### src/rtl/spad_pkg.sv
package spad_pkg;
  parameter int TW      = 3;     // ram type code width
  parameter int QW      = 2;     // quarter field width
  parameter int PW      = 3;     // page field width
  parameter int CW      = 3;     // column field width
  parameter int RW      = 9;     // row field width
  parameter int BW      = 8;     // host byte width
  parameter int NW      = 4;     // upper part of a wide word
  parameter int WW      = BW + NW;
  parameter int QSH     = 15;    // quarter base = quarter << QSH
  parameter int AW      = QSH + QW;
  parameter int PAGES   = 6;
  parameter int Q0_COLS = 7;
  parameter int Q0_ROWS = 64;
  parameter int QN_COLS = 8;
  parameter int QN_ROWS = 448;

  typedef enum logic [1:0] {RK_NARROW, RK_HI, RK_LO} rd_kind_t;

  function automatic int rows_of(input logic [QW-1:0] q);
    return (q == '0) ? Q0_ROWS : QN_ROWS;
  endfunction

  function automatic int cols_of(input logic [QW-1:0] q);
    return (q == '0) ? Q0_COLS : QN_COLS;
  endfunction

  function automatic logic quarter_ok(input logic [TW-1:0] rt, input logic [QW-1:0] q);
    case (rt)
      3'd0, 3'd2, 3'd4: return q == '0;
      3'd1, 3'd3:       return 1'b1;
      3'd5:             return q[0] == 1'b0;
      default:          return 1'b0;
    endcase
  endfunction

  function automatic logic geom_ok(input logic [QW-1:0] q, input logic [PW-1:0] p,
                                   input logic [CW-1:0] c, input logic [RW-1:0] r);
    if (int'(p) >= PAGES) return 1'b0;
    if (q == '0) begin
      if (c == '0 || int'(c) > cols_of(q)) return 1'b0;
    end else if (int'(c) >= cols_of(q)) return 1'b0;
    return int'(r) < rows_of(q);
  endfunction

  function automatic logic [AW-1:0] lin_addr(input logic [QW-1:0] q, input logic [PW-1:0] p,
                                             input logic [CW-1:0] c, input logic [RW-1:0] r);
    int k;
    int v;
    k = (q == '0) ? int'(c) - 1 : int'(c);
    v = (int'(q) << QSH) + (int'(p) * cols_of(q) + k) * rows_of(q) + int'(r);
    return v[AW-1:0];
  endfunction
endpackage

### src/rtl/spad_geom.sv
module spad_geom
  import spad_pkg::*;
(
  input  logic [QW-1:0] quarter,
  input  logic [PW-1:0] page,
  input  logic [CW-1:0] col,
  input  logic [RW-1:0] row,
  output logic [AW-1:0] lin,
  output logic          last_row
);
  always_comb begin
    lin      = lin_addr(quarter, page, col, row);
    last_row = (int'(row) == rows_of(quarter) - 1);
  end
endmodule

### src/rtl/spad_pack.sv
module spad_pack
  import spad_pkg::*;
(
  input  logic          wide,
  input  logic [NW-1:0] nib,
  input  logic [BW-1:0] wr_byte,
  output logic [WW-1:0] wdata,
  input  rd_kind_t      kind,
  input  logic [WW-1:0] ram_word,
  input  logic [BW-1:0] lo_byte,
  output logic [BW-1:0] rd_byte
);
  always_comb begin
    wdata = wide ? {nib, wr_byte} : {{NW{1'b0}}, wr_byte};
    case (kind)
      RK_HI:   rd_byte = {{(BW-NW){1'b0}}, ram_word[WW-1:BW]};
      RK_LO:   rd_byte = lo_byte;
      default: rd_byte = ram_word[BW-1:0];
    endcase
  end
endmodule

### src/rtl/spad_ctrl.sv
module spad_ctrl
  import spad_pkg::*;
(
  input  logic          clk,
  input  logic          rst_n,
  input  logic [TW-1:0] ram_type,
  input  logic          slow_win,
  input  logic          slot_free,
  input  logic          cmd_valid,
  input  logic          cmd_write,
  input  logic          cmd_wide,
  input  logic          cmd_auto,
  input  logic [QW-1:0] cmd_quarter,
  input  logic [PW-1:0] cmd_page,
  input  logic [CW-1:0] cmd_col,
  input  logic [RW-1:0] cmd_row,
  input  logic          wr_valid,
  input  logic [BW-1:0] wr_data,
  input  logic          rd_req,
  output logic          xfer_ready,
  output logic          rd_valid,
  output logic [BW-1:0] rd_data,
  output logic          ram_req,
  output logic          ram_we,
  output logic [AW-1:0] ram_addr,
  output logic [WW-1:0] ram_wdata,
  input  logic [WW-1:0] ram_rdata,
  output logic          err_flag,
  output logic          eoc_flag
);
  logic          active_q, wr_q, wide_q, auto_q, eoc_q, err_q, phase_q, rd_pend_q;
  rd_kind_t      rd_kind_q;
  logic [QW-1:0] q_q;
  logic [PW-1:0] page_q;
  logic [CW-1:0] col_q;
  logic [RW-1:0] row_q;
  logic [NW-1:0] nib_q;
  logic [BW-1:0] lo_q;

  // named internal events
  logic cmd_ok, wr_acc, rd_acc, byte_acc, loc_done, last_row;

  assign cmd_ok     = quarter_ok(ram_type, cmd_quarter) &&
                      geom_ok(cmd_quarter, cmd_page, cmd_col, cmd_row);
  assign xfer_ready = active_q & ~eoc_q & ~rd_pend_q & (~slow_win | slot_free);
  assign wr_acc     = ~cmd_valid & xfer_ready & wr_q & wr_valid;
  assign rd_acc     = ~cmd_valid & xfer_ready & ~wr_q & rd_req;
  assign byte_acc   = wr_acc | rd_acc;
  assign loc_done   = byte_acc & (~wide_q | phase_q);
  assign ram_req    = (wr_acc & (~wide_q | phase_q)) | (rd_acc & (~wide_q | ~phase_q));
  assign ram_we     = wr_q;
  assign rd_valid   = rd_pend_q;
  assign err_flag   = err_q;
  assign eoc_flag   = eoc_q;

  spad_geom u_geom (
    .quarter (q_q),
    .page    (page_q),
    .col     (col_q),
    .row     (row_q),
    .lin     (ram_addr),
    .last_row(last_row)
  );

  spad_pack u_pack (
    .wide    (wide_q),
    .nib     (nib_q),
    .wr_byte (wr_data),
    .wdata   (ram_wdata),
    .kind    (rd_kind_q),
    .ram_word(ram_rdata),
    .lo_byte (lo_q),
    .rd_byte (rd_data)
  );

  always_ff @(posedge clk or negedge rst_n) begin
    if (!rst_n) begin
      active_q  <= 1'b0;
      wr_q      <= 1'b0;
      wide_q    <= 1'b0;
      auto_q    <= 1'b0;
      eoc_q     <= 1'b0;
      err_q     <= 1'b0;
      phase_q   <= 1'b0;
      rd_pend_q <= 1'b0;
      rd_kind_q <= RK_NARROW;
      q_q       <= '0;
      page_q    <= '0;
      col_q     <= '0;
      row_q     <= '0;
      nib_q     <= '0;
      lo_q      <= '0;
    end else begin
      rd_pend_q <= rd_acc;
      if (rd_acc)
        rd_kind_q <= !wide_q ? RK_NARROW : (phase_q ? RK_LO : RK_HI);
      if (rd_pend_q && rd_kind_q == RK_HI)
        lo_q <= ram_rdata[BW-1:0];
      if (cmd_valid) begin
        err_q    <= err_q | ~cmd_ok;
        active_q <= cmd_ok;
        wr_q     <= cmd_write;
        wide_q   <= cmd_wide;
        auto_q   <= cmd_auto;
        q_q      <= cmd_quarter;
        page_q   <= cmd_page;
        col_q    <= cmd_col;
        row_q    <= cmd_row;
        eoc_q    <= 1'b0;
        phase_q  <= 1'b0;
      end else if (byte_acc) begin
        if (wr_acc && wide_q && !phase_q)
          nib_q <= wr_data[NW-1:0];
        if (loc_done) begin
          phase_q <= 1'b0;
          if (!auto_q)
            active_q <= 1'b0;
          else if (last_row)
            eoc_q <= 1'b1;
          else
            row_q <= row_q + 1'b1;
        end else begin
          phase_q <= 1'b1;
        end
      end
    end
  end
endmodule

### config.mk
export PLATFORM = sky130hd
export DESIGN_NAME = spad_ctrl
export DESIGN_NICKNAME = d
export VERILOG_FILES = /design/src/rtl/spad_pkg.sv /design/src/rtl/spad_geom.sv /design/src/rtl/spad_pack.sv /design/src/rtl/spad_ctrl.sv
export SDC_FILE = /design/constraint.sdc
export NUM_CORES = 1
export LEC_CHECK = 0
export ABC_CLOCK_PERIOD_IN_PS = 12600
export BUFFER_PORTS_ARGS = -buffer_cell sky130_fd_sc_hd__buf_4
export CAP_MARGIN = 20
export CORE_MARGIN = 2
export CORE_UTILIZATION = 45
export DETAILED_ROUTE_END_ITERATION = 8
export HOLD_SLACK_MARGIN = 0.02
export PLACE_DENSITY_LB_ADDON = 0.12
export SYNTH_ARGS = -nofsm -noshare
export SYNTH_HDL_FRONTEND = slang
export SYNTH_SLANG_ARGS = --single-unit
### constraint.sdc
create_clock -name clk -period 12.6 [get_ports clk]
set_input_delay 3.78 -clock clk [delete_from_list [all_inputs] [get_ports clk]]
set_output_delay 3.78 -clock clk [all_outputs]
set_load 0.005 [all_outputs]
==> impl_metrics.toml <==
[grt]
grt_use_total_pct = 17.1
grt_pass1_vias = 3163
grt_max_degree = 40
grt_pass1_wl_um = 13900
overflow = 0
grt_antenna_before_repair = 0

[cts]
clock_latency_ps = 290
cts_resized = 0
cts_tree = "yes"
postCtsHoldBufs = 0
cts_made_buffers = 5
cts.sinks = 39
path_clk_slew_ps = 80
clockRootBuffer = "clkbuf_8"
cts_setup_buffers = 0
cts-htree-levels = 2
cts.path.max_buffers = 2

[pwr]
switching_share_pct = 39.2
vdd_drop_max_v = 0.000214
power_per_cell_area_nw_per_um2 = 239
power_leakage_nw = 2.54
power_switching_uw = 448
seqPwrFrac_pct = 13.9
clock_power_share_pct = 10.9
p_int_uw = 694
combPwrFrac_pct = 75.2

[layout]
area_growth_syn_to_layout_pct = 18.7
finalNetCount = 638
diodes = 0
drive_gt1_share_pct = 24.6

[timing]
finalSetupViolations = 0
hold_violations = 0
setup_tns_ps = 0
slew_headroom_pct = 31.4
report.final.slew_viol_count = 0
fmax_mhz = 89.5
tightest_slew_ps = 1030
min_period_over_period_pct = 88.7
period_minus_slack_ps = 11170
holdWs_ps = 504
rsz0062_at_grt = "false"
final.setup_skew_ps = 11.0

[synth]
syn_nets = 568
ys.flop_type = "dfrtp_1"
ys_seq_area_share_pct = 24.2
yosysUniqueCellTypes = 45
syn-instance-count = 433
yosys.area.top_type_share_pct = 24.2
synth-seq-cells = 39
yosysTopAreaCell = "dfrtp_1"
yosysWarnings = 0
ys_top_cells_by_count = "71 x ha_1, 62 x inv_1, 39 x dfrtp_1, 39 x nand2_1, 21 x nor2_1"
syn_area_um2 = 4030
syn_avg_cell_area_um2 = 9.31
synth_edf_count = 0
async_flop_share_pct = 100
synthTopCellsByArea = "dfrtp_1 24%, ha_1 22%, fa_1 7.0%, inv_1 5.8%, mux2_2 5.6%"
synth.most_common_cell = "ha_1"

[worst_setup_path]
critPathRequiredTime_ps = 8820
start_kind = "register"
crit_family = "adder cells"
critPathBufInv = 4
crit_path_max_incr_delay_ps = 800
slowest_stage = "nor2_1"
crit_chain = "nor2_1 > nand2_1 > ha_1 > ha_1 > fa_1 > inv_1 > fa_1 > nor2_1 > ha_1 > inv_1 > fa_1 > inv_1 > ha_1 > ha_1 > ha_1 > fa_1 > a21o_1 > a211o_1 > a21oi_1 > a21oi_1 > xnor2_1 > xnor2_1 > buf_4"
startpoint = "q_q[1]"
reg2reg_from = "row_q[7]"
cpMostUsedCell = "ha_1"
worstSetupPathType = "reg2out"
crit_fanout = 17
crit_path_end_kind = "primary output"
worstPathArrival_ps = 7390

[detailed_routing]
drt-total-wl_um = 7820
post_drt_wl_per_cell_um = 12.8
drtIter0Drc = 80
vias = 3075
postRouteAntennaNets = 0
viasPerCell = 5.02
drcViolationCount = 0
drtPass1Iterations = 4

[job]
cap_violations = 0

[run_status]
status = "complete, no violations"

[placed_design]
port_buffers = 84
dp_hpwl_um = 6500
gp_congestion = 0.790

[die]
placementRows = 34
die-area_um2 = 9730
die_y_um = 98.6
die_w_um = 98.6
coreArea_um2 = 8720
start_util_pct = 46.2
ios = 93

[hold_path]
hold_start = "nib_q[0]"
hold_class = "reg2reg"
==> registers in the layout, summed over array words and instances, names as in the netlist <==
| register | count |
|---|---|
| rd_valid | 1 |
| eoc_flag | 1 |
| wide_q | 1 |
| lo_q | 8 |
| err_flag | 1 |
| rd_kind_q | 2 |
| row_q | 9 |
| nib_q | 4 |
| col_q | 3 |
| auto_q | 1 |
| ram_we | 1 |
| page_q | 3 |
| phase_q | 1 |
| q_q | 2 |
| active_q | 1 |
==> final timing paths <==
check	slack, ps	endpoint	cells after the start
max in group asynchronous	8800	q_q[1]	1
worst max register to register	10560	row_q[4]	6
worst max-delay path	1430	ram_addr[16]	23
worst min register to register	500	nib_q[0]	1
worst min-delay path	500	nib_q[0]	1
min in group asynchronous	3450	nib_q[0]	1
==> kinds of logic (layout without fill, tap and decap cells) <==
| family | count (synthesis) | count (layout) | share of synthesized area, % |
|---|---|---|---|
| and+or+nand+nor | 103 | 103 | 13.1 |
| adders and majority gates | 85 | 85 | 29.0 |
| buffers and inverters | 83 | 154 | 9.41 |
| AOI/OAI and AO/OA | 69 | 69 | 11.3 |
| DFF | 39 | 39 | 24.2 |
| xor gates and xnor gates | 30 | 30 | 6.52 |
| muxes | 23 | 23 | 6.33 |
| other | 1 | 1 | 0.0930 |
==> per-stage QoR <==
stage,total power [mW],cell area (um2),utilization (%),setup slack [ps],instances
after floorplan,0.737,4030,-,2560,433
after global placement,1.03,4650,53.3,1790,604
after detailed placement,1.04,4650,53.3,1670,604
after CTS,1.17,4780,54.8,1330,612
after global routing,1.28,4780,54.8,823,612
final,1.14,4780,54.8,1430,612
==> metal layers <==
layer	track usage [%]	vias to the layer above	share of wire (%)
li1	-	1570	-
met1	21.3	1449	45
met2	30.9	46	51
met3	2.27	10	2.8
met4	4.74	0	1.4
met5	0	-	0
==> worst reg2reg max path, cell delays in order (launching register included) <==
cell,delay (ps)
dfrtp_1,460
or4_4,530
a2111oi_4,430
a211oi_4,130
nand4_1,140
xor2_1,170
o21ai_1,70
==> area by class of cell <==
| cell class | instances | area (um2) |
|---|---|---|
| clock buffers | 6 | 72.6 |
| clock inverters | 2 | 60.1 |
| fillers | 805 | 3940 |
| inverters | 62 | 233 |
| multi-input cells | 311 | 2680 |
| flip-flops and latches | 39 | 976 |
| well taps | 108 | 135 |
| repair buffers | 84 | 631 |
==> cell usage in the layout, fill, tap and decap left out, drive strengths merged, types with 3 or more instances in the layout <==
master	count
dfrtp	39
clkbuf	6
o21ai	25
nand3	4
nor2b	6
and3	3
a22oi	4
o21a	6
nand2b	4
nor2	21
a21oi	16
a21o	6
buf	84
inv	62
or2	3
nand2	39
nand4	4
xor2	11
xnor2	19
mux2	20
mux2i	3
fa	14
and2	10
ha	71
==> power by group through the flow <==
| stage | logic (mW) | clock network [mW] | registers (mW) |
|---|---|---|---|
| 2_1_floorplan | 0.580 | 0 | 0.157 |
| 3_3_place_gp | 0.868 | 0 | 0.160 |
| 3_5_place_dp | 0.882 | 0 | 0.161 |
| 4_1_cts | 0.885 | 0.128 | 0.159 |
| 5_1_grt | 0.989 | 0.132 | 0.162 |
| 6_report | 0.859 | 0.124 | 0.159 |
Note: power is estimated with default switching activity, not from simulation.
